--- config.mk ---
export PLATFORM = sky130hd
export DESIGN_NAME = tlb_test_port
export DESIGN_NICKNAME = d
export VERILOG_FILES = /design/src/rtl/tlb_tp_pkg.sv /design/src/rtl/tlb_tp_ctrl.sv /design/src/rtl/tlb_tp_array.sv /design/src/rtl/tlb_tp_resolve.sv /design/src/rtl/tlb_test_port.sv
export SDC_FILE = /design/constraint.sdc
export NUM_CORES = 2
export LEC_CHECK = 0
export ABC_CLOCK_PERIOD_IN_PS = 6300
export CAP_MARGIN = 15
export CELL_PAD_IN_SITES_DETAIL_PLACEMENT = 1
export CELL_PAD_IN_SITES_GLOBAL_PLACEMENT = 1
export CORE_MARGIN = 8
export CORE_UTILIZATION = 50
export CTS_BUF_LIST = sky130_fd_sc_hd__clkbuf_8
export CTS_CLUSTER_DIAMETER = 30
export DETAILED_ROUTE_END_ITERATION = 12
export GPL_TIMING_DRIVEN = 0
export PLACE_DENSITY_LB_ADDON = 0.3
export SYNTH_ARGS = -nofsm -noshare
export SYNTH_HDL_FRONTEND = slang
export SYNTH_SLANG_ARGS = --single-unit
export TNS_END_PERCENT = 1
--- constraint.sdc ---
create_clock -name clk -period 6.3 [get_ports clk]
set_input_delay 1.26 -clock clk [delete_from_list [all_inputs] [get_ports clk]]
set_output_delay 1.26 -clock clk [all_outputs]
set_load 0.05 [all_outputs]
--- src/rtl/tlb_tp_pkg.sv ---
`timescale 1ns/1ps
package tlb_tp_pkg;
    localparam int REG_W   = 32;
    // command register fields
    localparam int OP_BIT  = 0;
    localparam int RW_T    = 2;
    localparam int RW_C    = 1;
    localparam int US_T    = 4;
    localparam int US_C    = 3;
    localparam int DT_T    = 6;
    localparam int DT_C    = 5;
    localparam int VLD_BIT = 7;
    localparam int PG_LSB  = 12;
    // data register fields
    localparam int HIT_BIT = 4;
    localparam int WAY_LSB = 2;
    // attribute vector positions
    localparam int A_D     = 2;
    localparam int A_U     = 1;
    localparam int A_W     = 0;
    localparam int ATTR_W  = 3;

    typedef enum logic [1:0] {
        ST_IDLE   = 2'd0,
        ST_WRITE  = 2'd1,
        ST_LOOKUP = 2'd2
    } tp_state_e;

    // stored bit accepted by a (true, complement) request pair
    function automatic logic pair_ok(input logic stored, input logic t, input logic c);
        return (stored & t) | (~stored & c);
    endfunction
endpackage

--- src/rtl/tlb_tp_ctrl.sv ---
`timescale 1ns/1ps
module tlb_tp_ctrl
    import tlb_tp_pkg::*;
(
    input  logic clk,
    input  logic rst_n,
    input  logic start,
    input  logic start_lookup,
    output logic busy,
    output logic do_write,
    output logic do_lookup
);
    tp_state_e state_q;
    tp_state_e state_d;

    always_ff @(posedge clk or negedge rst_n) begin
        if (!rst_n) state_q <= ST_IDLE;
        else        state_q <= state_d;
    end

    always_comb begin
        state_d = state_q;
        unique case (state_q)
            ST_IDLE:   if (start) state_d = start_lookup ? ST_LOOKUP : ST_WRITE;
            ST_WRITE:  state_d = ST_IDLE;
            ST_LOOKUP: state_d = ST_IDLE;
            default:   state_d = ST_IDLE;
        endcase
    end

    always_comb begin
        busy      = 1'b0;
        do_write  = 1'b0;
        do_lookup = 1'b0;
        unique case (state_q)
            ST_IDLE:   ;
            ST_WRITE:  begin busy = 1'b1; do_write  = 1'b1; end
            ST_LOOKUP: begin busy = 1'b1; do_lookup = 1'b1; end
            default:   ;
        endcase
    end
endmodule

--- src/rtl/tlb_tp_array.sv ---
`timescale 1ns/1ps
module tlb_tp_array
    import tlb_tp_pkg::*;
#(
    parameter int WAYS  = 4,
    parameter int SETS  = 8,
    parameter int VPN_W = 20,
    parameter int PPN_W = 20,
    localparam int WAY_W = $clog2(WAYS),
    localparam int IDX_W = $clog2(SETS)
) (
    input  logic                         clk,
    input  logic                         rst_n,
    input  logic                         flush,
    input  logic                         we,
    input  logic [WAY_W-1:0]             we_way,
    input  logic [IDX_W-1:0]             we_idx,
    input  logic [VPN_W-1:0]             we_vpn,
    input  logic                         we_vld,
    input  logic [ATTR_W-1:0]            we_attr,
    input  logic [PPN_W-1:0]             we_ppn,
    input  logic [IDX_W-1:0]             lk_idx,
    input  logic [VPN_W-1:0]             lk_vpn,
    input  logic                         lk_vld,
    input  logic [ATTR_W-1:0]            lk_t,
    input  logic [ATTR_W-1:0]            lk_c,
    output logic [WAYS-1:0]              match,
    output logic [WAYS-1:0][PPN_W-1:0]   way_ppn,
    output logic [WAYS-1:0][ATTR_W-1:0]  way_attr
);
    for (genvar w = 0; w < WAYS; w++) begin : g_way
        logic [SETS-1:0]   vld_q;
        logic [VPN_W-1:0]  vpn_q  [SETS];
        logic [ATTR_W-1:0] attr_q [SETS];
        logic [PPN_W-1:0]  ppn_q  [SETS];
        logic              sel_w;
        logic              attr_hit;

        assign sel_w = we && (we_way == WAY_W'(w));

        always_ff @(posedge clk or negedge rst_n) begin
            if (!rst_n) begin
                vld_q <= '0;
                for (int s = 0; s < SETS; s++) begin
                    vpn_q[s]  <= '0;
                    attr_q[s] <= '0;
                    ppn_q[s]  <= '0;
                end
            end else begin
                if (sel_w) begin
                    vpn_q[we_idx]  <= we_vpn;
                    attr_q[we_idx] <= we_attr;
                    ppn_q[we_idx]  <= we_ppn;
                end
                if (flush)      vld_q         <= '0;
                else if (sel_w) vld_q[we_idx] <= we_vld;
            end
        end

        always_comb begin
            attr_hit = 1'b1;
            for (int a = 0; a < ATTR_W; a++)
                attr_hit = attr_hit & pair_ok(attr_q[lk_idx][a], lk_t[a], lk_c[a]);
        end

        assign match[w]    = attr_hit && (vld_q[lk_idx] == lk_vld) && (vpn_q[lk_idx] == lk_vpn);
        assign way_ppn[w]  = ppn_q[lk_idx];
        assign way_attr[w] = attr_q[lk_idx];
    end
endmodule

--- src/rtl/tlb_tp_resolve.sv ---
`timescale 1ns/1ps
module tlb_tp_resolve
    import tlb_tp_pkg::*;
#(
    parameter int WAYS  = 4,
    parameter int PPN_W = 20,
    localparam int WAY_W = $clog2(WAYS),
    localparam int CNT_W = $clog2(WAYS + 1)
) (
    input  logic [WAYS-1:0]              match,
    input  logic [WAYS-1:0][PPN_W-1:0]   way_ppn,
    input  logic [WAYS-1:0][ATTR_W-1:0]  way_attr,
    output logic                         hit,
    output logic                         multi,
    output logic [WAY_W-1:0]             hit_way,
    output logic [PPN_W-1:0]             hit_ppn,
    output logic [ATTR_W-1:0]            hit_attr
);
    logic [CNT_W-1:0] cnt;

    always_comb begin
        cnt      = '0;
        hit_way  = '0;
        hit_ppn  = '0;
        hit_attr = '0;
        for (int w = 0; w < WAYS; w++) begin
            if (match[w]) begin
                cnt      = cnt + CNT_W'(1);
                hit_way  = hit_way | WAY_W'(w);
                hit_ppn  = hit_ppn | way_ppn[w];
                hit_attr = hit_attr | way_attr[w];
            end
        end
        hit   = (cnt == CNT_W'(1));
        multi = (cnt > CNT_W'(1));
        if (!hit) begin
            hit_way  = '0;
            hit_ppn  = '0;
            hit_attr = '0;
        end
    end
endmodule

--- src/rtl/tlb_test_port.sv ---
`timescale 1ns/1ps
module tlb_test_port
    import tlb_tp_pkg::*;
#(
    parameter int WAYS = 4,
    parameter int SETS = 8
) (
    input  logic        clk,
    input  logic        rst_n,
    input  logic        permit,
    input  logic        flush,
    input  logic        cmd_wr,
    input  logic [31:0] cmd_wdata,
    input  logic        dat_wr,
    input  logic [31:0] dat_wdata,
    input  logic        rd_en,
    input  logic        rd_sel,
    output logic [31:0] rd_data,
    output logic        busy,
    output logic        fault,
    output logic        multi_err
);
    localparam int WAY_W = $clog2(WAYS);
    localparam int IDX_W = $clog2(SETS);
    localparam int VPN_W = REG_W - PG_LSB;
    localparam int PPN_W = REG_W - PG_LSB;

    logic [REG_W-1:0] cmd_q, dat_q, pend_q;
    logic             fault_q, multi_q;
    logic             denied, accept_cmd, accept_dat;
    logic             do_write, do_lookup;

    logic [WAYS-1:0]             match;
    logic [WAYS-1:0][PPN_W-1:0]  way_ppn;
    logic [WAYS-1:0][ATTR_W-1:0] way_attr;
    logic                        lk_hit, lk_multi;
    logic [WAY_W-1:0]            hit_way;
    logic [PPN_W-1:0]            hit_ppn;
    logic [ATTR_W-1:0]           hit_attr;
    logic [REG_W-1:0]            look_cmd, look_dat;

    assign denied     = (cmd_wr | dat_wr | rd_en) & ~permit;
    assign accept_cmd = cmd_wr & permit & ~busy;
    assign accept_dat = dat_wr & permit & ~busy;

    tlb_tp_ctrl u_ctrl (
        .clk          (clk),
        .rst_n        (rst_n),
        .start        (accept_cmd),
        .start_lookup (cmd_wdata[OP_BIT]),
        .busy         (busy),
        .do_write     (do_write),
        .do_lookup    (do_lookup)
    );

    tlb_tp_array #(
        .WAYS  (WAYS),
        .SETS  (SETS),
        .VPN_W (VPN_W),
        .PPN_W (PPN_W)
    ) u_array (
        .clk      (clk),
        .rst_n    (rst_n),
        .flush    (flush),
        .we       (do_write & dat_q[HIT_BIT]),
        .we_way   (dat_q[WAY_LSB +: WAY_W]),
        .we_idx   (pend_q[PG_LSB +: IDX_W]),
        .we_vpn   (pend_q[PG_LSB +: VPN_W]),
        .we_vld   (pend_q[VLD_BIT]),
        .we_attr  ({pend_q[DT_T], pend_q[US_T], pend_q[RW_T]}),
        .we_ppn   (dat_q[PG_LSB +: PPN_W]),
        .lk_idx   (pend_q[PG_LSB +: IDX_W]),
        .lk_vpn   (pend_q[PG_LSB +: VPN_W]),
        .lk_vld   (pend_q[VLD_BIT]),
        .lk_t     ({pend_q[DT_T], pend_q[US_T], pend_q[RW_T]}),
        .lk_c     ({pend_q[DT_C], pend_q[US_C], pend_q[RW_C]}),
        .match    (match),
        .way_ppn  (way_ppn),
        .way_attr (way_attr)
    );

    tlb_tp_resolve #(
        .WAYS  (WAYS),
        .PPN_W (PPN_W)
    ) u_resolve (
        .match    (match),
        .way_ppn  (way_ppn),
        .way_attr (way_attr),
        .hit      (lk_hit),
        .multi    (lk_multi),
        .hit_way  (hit_way),
        .hit_ppn  (hit_ppn),
        .hit_attr (hit_attr)
    );

    // lookup readback images
    always_comb begin
        look_cmd       = pend_q;
        look_cmd[DT_T] = hit_attr[A_D];
        look_cmd[DT_C] = ~hit_attr[A_D];
        look_cmd[US_T] = hit_attr[A_U];
        look_cmd[US_C] = ~hit_attr[A_U];
        look_cmd[RW_T] = hit_attr[A_W];
        look_cmd[RW_C] = ~hit_attr[A_W];
        look_dat                         = '0;
        look_dat[PG_LSB +: PPN_W]        = hit_ppn;
        look_dat[HIT_BIT]                = 1'b1;
        look_dat[WAY_LSB +: WAY_W]       = hit_way;
    end

    always_ff @(posedge clk or negedge rst_n) begin
        if (!rst_n) begin
            cmd_q   <= '0;
            dat_q   <= '0;
            pend_q  <= '0;
            fault_q <= 1'b0;
            multi_q <= 1'b0;
        end else begin
            fault_q <= denied;
            multi_q <= do_lookup & lk_multi;
            if (accept_cmd) pend_q <= cmd_wdata;
            if (accept_dat) dat_q  <= dat_wdata;
            if (do_write)   cmd_q  <= pend_q;
            if (do_lookup) begin
                if (lk_hit) begin
                    cmd_q <= look_cmd;
                    dat_q <= look_dat;
                end else begin
                    cmd_q <= pend_q;
                    dat_q <= '0;
                end
            end
        end
    end

    assign rd_data   = (rd_en && permit) ? (rd_sel ? dat_q : cmd_q) : '0;
    assign fault     = fault_q;
    assign multi_err = multi_q;
endmodule

==> out/metrics.yaml <==
layout:
  drive_above_1_share_pct: 39.2
  multi_input_comb_area_sq_um: 28500
  num-nets-final: 5782
  fillers: 13100
  seq_area_sq_um: 37700
  syn2layout_area_growth_pct: 19.3
worst_setup_path:
  r2r_cells: 19
  cp.required_ns: 7.28
  reg2reg_slack_ns: -0.07
  end_kind: "flop"
  crit_start: "pend_q[13]"
  critPathCapture: "cmd_q[2]"
  reg2reg_to: "cmd_q[2]"
  crit_arrival_ns: 7.35
  crit_path_start_kind: "flop"
  crit_path_max_fanout: 11
  critPathKind: "flop to flop"
  worstReg2RegStart: "pend_q[13]"
global_route:
  grt_pass1_wl_um: 425000
  grt_use_total_pct: 40.2
  grt-ovfl-total: 0
  grt_max_degree: 180
  grt_pass1_vias: 56500
  antenna_found_initial: 30
sta:
  skew_ns: 0.0807
  maxSlewViolCount: 0
  min_period_ns: 6.37
  fin_setup_tns_ns: -0.189
  max_freq_mhz: 157
  hold_viol: 0
  tightest_slew_ns: 1.41
  rsz0062_at_grt: "false"
  max_slew_margin_pct: 6.33
  setup-violations-final: 5
  fin_crit_sh_pct: 101
  fin_ws_ns: -0.0703
  timing.hold.ws_ns: 0.183
drt:
  drt_iter0_drc: 6757
  num_vias: 53500
  met2_length_um: 131000
  routed.top_layer: "met5"
  ant_nets: 0
  wl_per_cell_um: 38.9
  drt_wl_total_um: 303000
  m1WireLength_um: 109000
  drc: 0
  viasPerCell: 6.88
  routed-wl-met3_um: 33500
  first_pass_iters: 6
place:
  dp_hpwl_um: 201000
  io_buffers: 105
  place.gp.congestion: 1.00
logic_synthesis:
  synthTopCellsByCount: "dfrtp_1 (1508), mux2_2 (1371), clkbuf_1 (320)"
  synth_edf_count: 0
  syn_inst: 5182
  synth.distinct_cells: 79
  yosysSeqAreaShare_pct: 55.2
  synth_top_area_share_pct: 55.2
  synth-seq-cells: 1508
  synth.area.mux_share_pct: 28.0
  synthFlopType: "dfrtp_1"
  synthAdderAreaFrac_pct: 0.110
  synth_top_family_by_area: "multiplexers"
  synth_nets: 5260
  async_reset_ff_share_pct: 100
  yosys-top-cells-area: "dfrtp_1 (55%), mux2_2 (23%), mux2i_1 (3.0%), mux4_2 (2.4%), clkbuf_1 (1.8%)"
  synth_compound_area_share_pct: 7.80
  syn_avg_cell_area_sq_um: 13.2
  ys_warn_count: 0
  synth_most_common_cell: "dfrtp_1"
  synth_xor_area_share_pct: 0.692
  syn_area_sq_um: 68400
  synth_top_area_cell: "dfrtp_1"
  synth-simple-area-share_pct: 4.95
power:
  leakage_nw: 39.0
  powerDensity_nw_per_um2: 539
  peakVddDrop_mv: 0.315
  p_total_w: 0.0440
cts:
  cts_hold_buf: 0
  htree_levels: 5
  clk_pin_slew_ns: 0.07
  cts_buffers: 358
  cts_num_sinks: 1508
  cts_root_buf: "clkbuf_8"
  clock_latency_ns: 1.08
  cts_max_path_buffers: 4
  cts_tree: "done"
floorplanning:
  num_rows: 135
  ioPinCount: 107
  die_h_um: 386
  initial_utilization_pct: 50.4
  dieWidth_um: 386
  coreArea_sq_um: 136000
  die_area_sq_um: 149000
worst_hold_path:
  hold_path_class: "input port to asynchronous set/reset pin"
run_status:
  status: "finished, violations left"
  violations: "negative setup slack"
job:
  drv_cap: 0
per-stage QoR:
stage	std cells	worst slack (ns)	instance area, sq um	util (%)
2_1_floorplan	5182	1.46	68400	-
3_3_place_gp	7068	-64.50	71700	52.8
3_5_place_dp	7118	-1.56	72600	53.5
4_1_cts	7749	0.00985	81300	59.9
5_1_grt	7761	0.0299	81500	60.1
6_report	7785	-0.0703	81600	60.2
worst max-delay path: stages (launching register included):
cell and delay, ns:
dfrtp_1 0.44, buf_6 0.26, nor2b_1 0.65, clkbuf_2 0.49
clkbuf_4 0.53, a22oi_1 0.12, o22ai_1 0.23, xnor2_1 0.29
nand4_1 0.22, nor4_4 0.18, buf_4 0.39, buf_6 0.27
ha_1 0.36, xnor2_1 0.18, ha_1 0.34, and4b_1 0.21
o31ai_2 0.24, buf_6 0.25, mux2i_2 0.33, mux2_2 0.21
kinds of logic after synthesis:
kind of cell | Yosys count
buf+inv | 510
simple gates | 682
compound gates | 773
flops | 1508
xor+xnor | 54
mux | 1649
fa+ha+maj | 6
flip-flops by register name, indices dropped and copies added (netlist names):
register	flops
cmd_q	32
u_array.g_way.vpn_q	640
pend_q	32
u_array.g_way.attr_q	96
u_array.g_way.vld_q	32
u_array.g_way.ppn_q	640
u_ctrl.state_q	2
multi_err	1
dat_q	32
fault	1
per-layer routing:
metal / track usage (%) / up-vias
li1: - / 20100
met1: 49.5 / 28000
met2: 58.1 / 4052
met3: 12.5 / 1426
met4: 32.5 / 24
met5: 0 / -
placed cells by master (no fill, tap or decap), types with 17 or more instances in the layout:
cell type           n
a22oi_1           148
clkbuf_1          299
nand2_1           238
a211oi_1           18
clkinvlp_4         38
nand2b_1           28
o22ai_1            94
and2_1             17
buf_1              23
o21ai_0           119
or2_2              41
bufinv_16          63
nand4_1            24
nor2b_1            43
clkinv_2           59
a22o_1             23
mux2i_1           200
mux4_2             73
buf_2              82
nand3_1            30
o21bai_1           20
diode_2            28
buf_6              52
nor2_1            156
clkdlybuf4s50_1   104
a21oi_1           133
xnor2_1            30
clkbuf_8          419
xor2_1             22
inv_1              56
buf_4              28
dfrtp_1          1508
a221oi_1           96
buf_8              33
mux2_2           1371
worst min-delay path by stage:
stage                                 endpoint  slack (ns)  cells past startpoint
detailed placement  u_array.g_way[2].vpn_q[21]        0.45                      1
floorplan           u_array.g_way[0].vpn_q[40]        0.43                      1
global route        u_array.g_way[3].vpn_q[68]        0.21                      1
finish              u_array.g_way[3].vpn_q[68]        0.18                      1
global placement    u_array.g_way[3].vpn_q[62]        0.44                      1
CTS                  u_array.g_way[3].vpn_q[7]        0.18                      1
what timing repair did:
item	in CTS	in global routing
pin swaps	1	2
setup buffers	4	2
endpoints found under the setup margin	247	30
resized for setup	69	43
where the power goes:
part | switching (W) | internal, W
sequential | 0.00199 | 0.0124
combinational | 0.0105 | 0.00524
clock | 0.00514 | 0.00869
total | 0.0177 | 0.0263
layout make-up:
cell class                 count  share of cell area, %
tap                         1781                   2.73
timing repair buffer         169                   2.54
sequential                  1508                   46.2
clock buffer                 419                   7.07
multi-input combinational   3164                   34.9
clock inverter               213                   3.35
buffer                       485                   2.94
antenna                       28                 0.0859
inverter                      18                 0.0920
Power figures use the tool's default switching activity.
